===== src/rtl/dmasr_pkg.sv =====
package dmasr_pkg;

    localparam int ADDR_W = 8;
    localparam int DATA_W = 32;
    localparam int STAT_W = 8;

    localparam logic [ADDR_W-1:0] CTRL_OFS = 8'h50;
    localparam logic [ADDR_W-1:0] STAT_OFS = 8'h54;
    localparam int MODE_POS = 24;
    localparam logic [STAT_W-1:0] STICKY_MASK = 8'h4E;

    typedef enum logic {
        CLR_ON_READ = 1'b0,
        CLR_W1C     = 1'b1
    } clr_mode_e;

    typedef struct packed {
        logic rd_stat;
        logic wr_stat;
        logic rd_ctrl;
        logic wr_ctrl;
    } bus_sel_t;

    typedef struct packed {
        clr_mode_e          mode;
        logic [STAT_W-1:0]  irq_en;
    } ctrl_t;

    function automatic logic [DATA_W-1:0] ctrl_word(input ctrl_t c);
        logic [DATA_W-1:0] w;
        w = '0;
        w[MODE_POS]     = c.mode;
        w[STAT_W-1:0]   = c.irq_en;
        return w;
    endfunction

    function automatic logic [DATA_W-1:0] stat_word(input logic [STAT_W-1:0] s);
        logic [DATA_W-1:0] w;
        w = '0;
        w[STAT_W-1:0] = s;
        return w;
    endfunction

endpackage


===== src/rtl/dmasr_decode.sv =====
module dmasr_decode
    import dmasr_pkg::*;
#(
    parameter logic [ADDR_W-1:0] P_CTRL_OFS = CTRL_OFS,
    parameter logic [ADDR_W-1:0] P_STAT_OFS = STAT_OFS
) (
    input  logic [ADDR_W-1:0] addr,
    input  logic              wr,
    input  logic              rd,
    output bus_sel_t          sel
);

    logic hit_ctrl;
    logic hit_stat;

    always_comb begin
        hit_ctrl    = (addr == P_CTRL_OFS);
        hit_stat    = (addr == P_STAT_OFS);
        sel.rd_stat = rd & hit_stat;
        sel.wr_stat = wr & hit_stat;
        sel.rd_ctrl = rd & hit_ctrl;
        sel.wr_ctrl = wr & hit_ctrl;
    end

endmodule


===== src/rtl/dmasr_ctrl_reg.sv =====
module dmasr_ctrl_reg
    import dmasr_pkg::*;
#(
    parameter int                P_MODE_POS = MODE_POS,
    parameter logic [STAT_W-1:0] P_EN_MASK  = STICKY_MASK
) (
    input  logic              clk,
    input  logic              rst,
    input  logic              wr_sel,
    input  logic [DATA_W-1:0] wdata,
    output ctrl_t             ctrl
);

    ctrl_t ctrl_q;

    logic unused_wdata;
    assign unused_wdata = ^wdata;

    always_ff @(posedge clk) begin
        if (rst) begin
            ctrl_q.mode   <= CLR_ON_READ;
            ctrl_q.irq_en <= '0;
        end else if (wr_sel) begin
            ctrl_q.mode   <= clr_mode_e'(wdata[P_MODE_POS]);
            ctrl_q.irq_en <= wdata[STAT_W-1:0] & P_EN_MASK;
        end
    end

    assign ctrl = ctrl_q;

    // The mode bit only ever moves on a control write
    assert_mode_only_by_write_R2: assert property (@(posedge clk) disable iff (rst)
        !$stable(ctrl_q.mode) |-> $past(wr_sel));

    // Enable bits outside the sticky positions stay zero
    assert_en_confined_R2: assert property (@(posedge clk) disable iff (rst)
        (ctrl_q.irq_en & ~P_EN_MASK) == '0);

endmodule


===== src/rtl/dmasr_sticky_bit.sv =====
module dmasr_sticky_bit (
    input  logic clk,
    input  logic rst,
    input  logic set_evt,
    input  logic clr_rd,
    input  logic clr_w1c,
    output logic q
);

    logic q_r;
    logic clr_any;

    assign clr_any = clr_rd | clr_w1c;

    always_ff @(posedge clk) begin
        if (rst)
            q_r <= 1'b0;
        else if (set_evt)
            q_r <= 1'b1;
        else if (clr_any)
            q_r <= 1'b0;
    end

    assign q = q_r;

    // A set pulse always leaves the flag high, even against a clear
    assert_set_wins_R3: assert property (@(posedge clk) disable iff (rst)
        set_evt |=> q_r);

    // A read-side clear with no competing set drops the flag
    assert_rd_clear_R4: assert property (@(posedge clk) disable iff (rst)
        (clr_rd && !set_evt) |=> !q_r);

    // A write-one clear with no competing set drops the flag
    assert_w1c_clear_R5: assert property (@(posedge clk) disable iff (rst)
        (clr_w1c && !set_evt) |=> !q_r);

endmodule


===== src/rtl/dma_status_clrmode.sv =====
module dma_status_clrmode
    import dmasr_pkg::*;
#(
    parameter logic [ADDR_W-1:0] P_CTRL_OFS    = CTRL_OFS,
    parameter logic [ADDR_W-1:0] P_STAT_OFS    = STAT_OFS,
    parameter int                P_MODE_POS    = MODE_POS,
    parameter logic [STAT_W-1:0] P_STICKY_MASK = STICKY_MASK
) (
    input  logic              clk,
    input  logic              rst,
    input  logic [ADDR_W-1:0] bus_addr,
    input  logic              bus_wr,
    input  logic [DATA_W-1:0] bus_wdata,
    input  logic              bus_rd,
    output logic [DATA_W-1:0] bus_rdata,
    input  logic [STAT_W-1:0] evt_set,
    input  logic [STAT_W-1:0] live_stat,
    output logic              irq
);

    bus_sel_t          sel;
    ctrl_t             ctrl;
    logic [STAT_W-1:0] sticky_q;
    logic [STAT_W-1:0] stat_view;
    logic              clr_rd_en;
    logic              clr_w1c_en;
    logic [DATA_W-1:0] rdata_q;

    logic unused_in;
    assign unused_in = ^{evt_set & ~P_STICKY_MASK, live_stat & P_STICKY_MASK};

    dmasr_decode #(
        .P_CTRL_OFS (P_CTRL_OFS),
        .P_STAT_OFS (P_STAT_OFS)
    ) u_dec (
        .addr (bus_addr),
        .wr   (bus_wr),
        .rd   (bus_rd),
        .sel  (sel)
    );

    dmasr_ctrl_reg #(
        .P_MODE_POS (P_MODE_POS),
        .P_EN_MASK  (P_STICKY_MASK)
    ) u_ctrl (
        .clk    (clk),
        .rst    (rst),
        .wr_sel (sel.wr_ctrl),
        .wdata  (bus_wdata),
        .ctrl   (ctrl)
    );

    assign clr_rd_en  = sel.rd_stat & (ctrl.mode == CLR_ON_READ);
    assign clr_w1c_en = sel.wr_stat & (ctrl.mode == CLR_W1C);

    for (genvar i = 0; i < STAT_W; i++) begin : g_bit
        if (P_STICKY_MASK[i]) begin : g_sticky
            dmasr_sticky_bit u_bit (
                .clk     (clk),
                .rst     (rst),
                .set_evt (evt_set[i]),
                .clr_rd  (clr_rd_en),
                .clr_w1c (clr_w1c_en & bus_wdata[i]),
                .q       (sticky_q[i])
            );
            assign stat_view[i] = sticky_q[i];
        end else begin : g_live
            assign sticky_q[i]  = 1'b0;
            assign stat_view[i] = live_stat[i];
        end
    end

    always_ff @(posedge clk) begin
        if (rst)
            rdata_q <= '0;
        else if (sel.rd_stat)
            rdata_q <= stat_word(stat_view);
        else if (sel.rd_ctrl)
            rdata_q <= ctrl_word(ctrl);
        else
            rdata_q <= '0;
    end

    assign bus_rdata = rdata_q;
    assign irq       = |(sticky_q & ctrl.irq_en);

    // Write-one-to-clear mode: a read alone changes no flag
    assert_w1c_read_quiet_R5: assert property (@(posedge clk) disable iff (rst)
        (sel.rd_stat && !bus_wr && ctrl.mode == CLR_W1C && (evt_set & P_STICKY_MASK) == '0)
        |=> $stable(sticky_q));

    // Clear-on-read mode: a status write alone changes no flag
    assert_cor_write_ignored_R4: assert property (@(posedge clk) disable iff (rst)
        (sel.wr_stat && !bus_rd && ctrl.mode == CLR_ON_READ && (evt_set & P_STICKY_MASK) == '0)
        |=> $stable(sticky_q));

    // Returned status equals the flags seen in the strobe cycle
    assert_rdata_preclear_R6: assert property (@(posedge clk) disable iff (rst)
        sel.rd_stat |=> (bus_rdata[STAT_W-1:0] & P_STICKY_MASK) == $past(sticky_q));

    // Pulses at live positions never create sticky state
    assert_no_stray_flag_R8: assert property (@(posedge clk) disable iff (rst)
        (sticky_q & ~P_STICKY_MASK) == '0);

endmodule


===== config.mk =====
export PLATFORM = sky130hd
export DESIGN_NAME = dma_status_clrmode
export DESIGN_NICKNAME = d
export VERILOG_FILES = /design/src/rtl/dmasr_pkg.sv /design/src/rtl/dmasr_decode.sv /design/src/rtl/dmasr_ctrl_reg.sv /design/src/rtl/dmasr_sticky_bit.sv /design/src/rtl/dma_status_clrmode.sv
export SDC_FILE = /design/constraint.sdc
export NUM_CORES = 1
export LEC_CHECK = 0
export CAP_MARGIN = 40
export CORE_AREA = 5 5 47 49
export CTS_CLUSTER_SIZE = 20
export DETAILED_ROUTE_END_ITERATION = 10
export DIE_AREA = 0 0 52 54
export DONT_BUFFER_PORTS = 1
export PLACE_DENSITY = 0.74
export SLEW_MARGIN = 20
export SYNTH_ARGS = -nofsm -noshare
export SYNTH_HDL_FRONTEND = slang
export SYNTH_HIERARCHICAL = 1
export SYNTH_SLANG_ARGS = --single-unit

===== constraint.sdc =====
create_clock -name clk -period 2.6 [get_ports clk]
set_clock_uncertainty 0.1 [all_clocks]
set_input_delay 0.26 -clock clk [delete_from_list [all_inputs] [get_ports clk]]
set_output_delay 0.26 -clock clk [all_outputs]
set_load 0.02 [all_outputs]

---- Word level (Yosys, flattened, before mapping) ----
Index checks and enable logic that the tools add are counted.
word-level totals
  bits in registers ....................... 41
  input bits .............................. 60
  output and inout bits ................... 33
  logic and storage cells ................. 45
cells by class
  eq/ne operators ......................... 2
  multiplexer cells ....................... 10
  bitwise gates (word level) .............. 17
  reduce and logical (&&, ||, !) cells .... 7
operator list
  kind                                                  number
  equality test 8 x 7 -> 1 bit (second input constant)  2
  AND 1 bit                                             10
  2-to-1 mux 1 bit                                      8
  2-to-1 mux 8 bit                                      1
  nonzero test 2 bit                                    4
  OR reduction 8 bit                                    1
  AND 7 bit                                             1
  2-to-1 mux 7 bit                                      1
  OR 1 bit                                              4
  OR reduction 3 bit                                    1
  inverter 1 bit                                        2
  OR reduction 2 bit                                    1

---- Logic depth before layout (Yosys ltp) ----
  word-level depth ........................ 7
  mapped depth ............................ 6
  mapped depth without buffers ............ 5

---- Cells and area by module ----
The synthesis kept the hierarchy.
by module, submodules not included
  module              instances  cells an instance  area each (µm²)  seq. area each (µm²)
  dma_status_clrmode  1          69                 570.5            180.2
  dmasr_ctrl_reg      1          21                 214.0            100.1
  dmasr_sticky_bit    4          4                  37.5             20.0
  dmasr_decode        1          9                  68.8             0.0

---- Worst setup path before layout ----
OpenSTA, ideal clock, no wires.
  path type ............................... input port to flip-flop
  start ................................... in bus_addr[1]
  end ..................................... reg g_bit[1].g_sticky.u_bit.q_r
  library setup time ...................... 116 ps
  data arrival time ....................... 1802 ps
  data required time ...................... 2384 ps
  path slack .............................. 582 ps
  stages .................................. 6
  buffers on the path ..................... 1
  cell sequence ........................... or4b_4 -> nor3_1 -> buf_6 -> nor2b_1 -> or3b_1 -> a21oi_1
RTL lines
  element               RTL line                  source
  start, declared       dma_status_clrmode.sv:11  input logic [ADDR_W-1:0] bus_addr,
  end signal, assigned  dmasr_sticky_bit.sv:17    q_r <= 1'b0;
  end signal, assigned  dmasr_sticky_bit.sv:19    q_r <= 1'b1;
  end signal, assigned  dmasr_sticky_bit.sv:21    q_r <= 1'b0;
  end, declared         dmasr_sticky_bit.sv:10    logic q_r;

==> out/metrics.yaml <==
outcome:
  status: "finished clean"
timing:
  finalCritPeriodShare: 0.806
  fmax_ghz: 0.477
  rsz0062_at_grt: "no"
  relSlewSlack: 0.581
  hold_viol: 0
  finalMaxSlewViolations: 0
  tightest_slew_ns: 0.626
  setup_viol: 0
  period_needed_ns: 2.09
  tns_ns: 0
worst_setup_path:
  reg2reg_depth: 4
  crit_family: "simple AND/OR/NAND/NOR gates"
  path_class: "in2reg"
  setup.worst_path.end: "g_bit[6].g_sticky.u_bit/q$_SDFFE_PP0P_"
  r2r-start: "u_ctrl/ctrl[8]$_SDFFE_PP0P_"
  crit_start: "bus_addr[1]"
  critPathLaunchType: "primary input"
  arrival_ns: 2.17
  endpoint_kind: "flip-flop"
  max_stage_delay_ns: 0.58
  worstPathRequired_ns: 2.68
  rrSetupSlack_ns: 0.82
  cp.depth: 6
  critPathMaxFanout: 4
  cp.buffers_inverters: 1
  slowest_stage: "dlygate4sd3_1"
  r2r-end: "g_bit[6].g_sticky.u_bit/q$_SDFFE_PP0P_"
  crit_chain: "or4b_4 -> nor3_1 -> and3_1 -> or3b_1 -> a21oi_1 -> dlygate4sd3_1"
placement:
  io_buffers: 0
  gp_congestion: 0.781
  post-dp-hpwl_um: 1430
  dpl.cell_count: 139
run:
  drv_cap: 0
synth:
  synthArstFlopShare: 0
  yosysSeqAreaShare: 0.359
  synth_flop_cell: "dfxtp_1"
  syn_inst: 115
  syn_area_um2: 1000
  syn_avg_cell_area_um2: 8.73
  synth.distinct_cells: 21
  ys_ff_latch: 18
  synth_edf_count: 0
  yosysWarningCount: 6
clocking:
  htreeDepth: 1
  cts_inserted_buffers: 3
  tritoncts: "done"
  clk_pin_slew_ns: 0.09
  clock_sinks: 18
  ctsRootBufferMaster: "clkbuf_4"
  cts_buffer_depth: 2
  cts_resized: 0
  clk_latency_ns: 0.28
pwr:
  finalPower_mw: 0.468
  max-vdd-ir-drop_mv: 0.472
  p_leak_nw: 0.413
  power_density_nw_per_um2: 472
cells_and_area:
  nNetsFinal: 182
  fin_cells: 147
  syn2layout_area_growth_pct: -1.25
  drive_above_1_share: 0.0750
  num_antenna_cells: 0
floorplan:
  die_area_um2: 2810
  die-height_um: 54
  dieWidth_um: 52
  rows: 16
  core_area_um2: 1820
  start_util: 0.551
  io_pins: 93
drt:
  drt_wl_total_um: 1890
  vias: 692
  ant_nets: 0
  drtIter0Drc: 4
  drc: 0
  viasPerCell: 4.71
  drt-pass1-iter-count: 4
  routedWlPerCell_um: 12.8
global_routing:
  antenna_found_initial: 0
  grt_usage: 0.138
  grt_pass1_vias: 645
  grt_max_degree: 18
  grt_pass1_wl_um: 2840
  grt_overflow: 0
worst_hold_path:
  hold_path.class: "in2reg"
## stage by stage
step | cell area [um^2] | worst slack (ns) | hold WS, ns | util
after floorplan | 1100 | 0.582 | 0.229 | -
after global placement | 918 | 0.829 | 0.231 | 0.504
after detailed placement | 918 | 0.774 | 0.233 | 0.504
after CTS | 991 | 0.511 | 0.00248 | 0.544
after global routing | 991 | 0.378 | 0.0123 | 0.544
final | 991 | 0.505 | 0.00888 | 0.544
## how the worst min path moves through the flow
stage	from	end	slack, ns	cells after the start
after detailed placement	rst	bus_rdata[3]$_SDFF_PP0_	0.23	1
after global placement	rst	g_bit[6].g_sticky.u_bit/q$_SDFFE_PP0P_	0.23	1
after CTS	live_stat[0]	bus_rdata[0]$_SDFF_PP0_	0.002	2
after floorplan	rst	g_bit[1].g_sticky.u_bit/q$_SDFFE_PP0P_	0.23	1
final	live_stat[0]	bus_rdata[0]$_SDFF_PP0_	0.009	2
after global routing	live_stat[5]	bus_rdata[5]$_SDFF_PP0_	0.01	2
## synthesized netlist by cell type (all sizes together) (2+ instances only)
| master | instances | area share |
|---|---|---|
| nand3b | 9 | 0.067 |
| mux2i | 5 | 0.050 |
| and3 | 4 | 0.025 |
| nor4 | 2 | 0.019 |
| nor2 | 5 | 0.019 |
| a22oi | 2 | 0.015 |
| or3b | 4 | 0.035 |
| nand2b | 3 | 0.019 |
| dfxtp | 18 | 0.36 |
| a21oi | 12 | 0.060 |
| buf | 31 | 0.23 |
| nand2 | 9 | 0.034 |
| inv | 4 | 0.015 |
| conb | 2 | 0.0075 |
| nor3 | 2 | 0.010 |
## cell type report
type | instances | area, um^2
timing repair buffer | 8 | 72.6
inverter | 4 | 15.0
fill | 189 | 831
clock buffer | 3 | 22.5
sequential | 18 | 360
multi-input combinational | 87 | 487
tap | 27 | 33.8
## cell families (layout without fill, tap and decap cells)
logic type | Yosys count | after routing | share of synthesized area
DFF | 18 | 18 | 0.359
buffers and inverters | 35 | 15 | 0.249
AOI/OAI and AO/OA | 14 | 14 | 0.0748
muxes | 5 | 5 | 0.0499
and+or+nand+nor | 41 | 41 | 0.259
other | 2 | 27 | 0.00748
## report_power, final
part	total, mW	switching, mW	internal [mW]	leakage [nW]
combinational	0.0542	0.0411	0.0131	0.253
sequential	0.283	0.00332	0.280	0.146
clock	0.130	0.0766	0.0537	0.0138
## layer usage
layer	track usage	vias up	wire, um
li1	-	342	-
met1	0.141	316	733
met2	0.251	32	963
met3	0.0637	2	183
met4	0.0393	0	7
met5	0	-	0
## flip-flops by register name, summed over array words and instances, names as in the netlist
register / flops
bus_rdata: 9
g_bit.g_sticky.u_bit/q: 4
u_ctrl/ctrl: 5
## placed cells by master, fill, tap and decap left out
cell type / count
nand3b_1: 9
dlygate4sd3_1: 5
nand2b_1: 3
a22oi_1: 2
and3_1: 4
or4b_4: 1
nor4_1: 1
clkbuf_4: 3
mux2i_1: 5
nor2_1: 5
nor2b_1: 1
inv_1: 4
nand2_1: 9
and4bb_2: 1
nor4_2: 1
nor3_1: 2
dfxtp_1: 18
or3b_1: 4
a21oi_1: 12
buf_4: 3
conb_1: 27
## what timing repair did
action                    4_1_cts  5_1_grt
hold endpoints to repair       17        0
setup buffers                   0        0
hold buffers                    5        0
(Power assumes the default switching activity.)
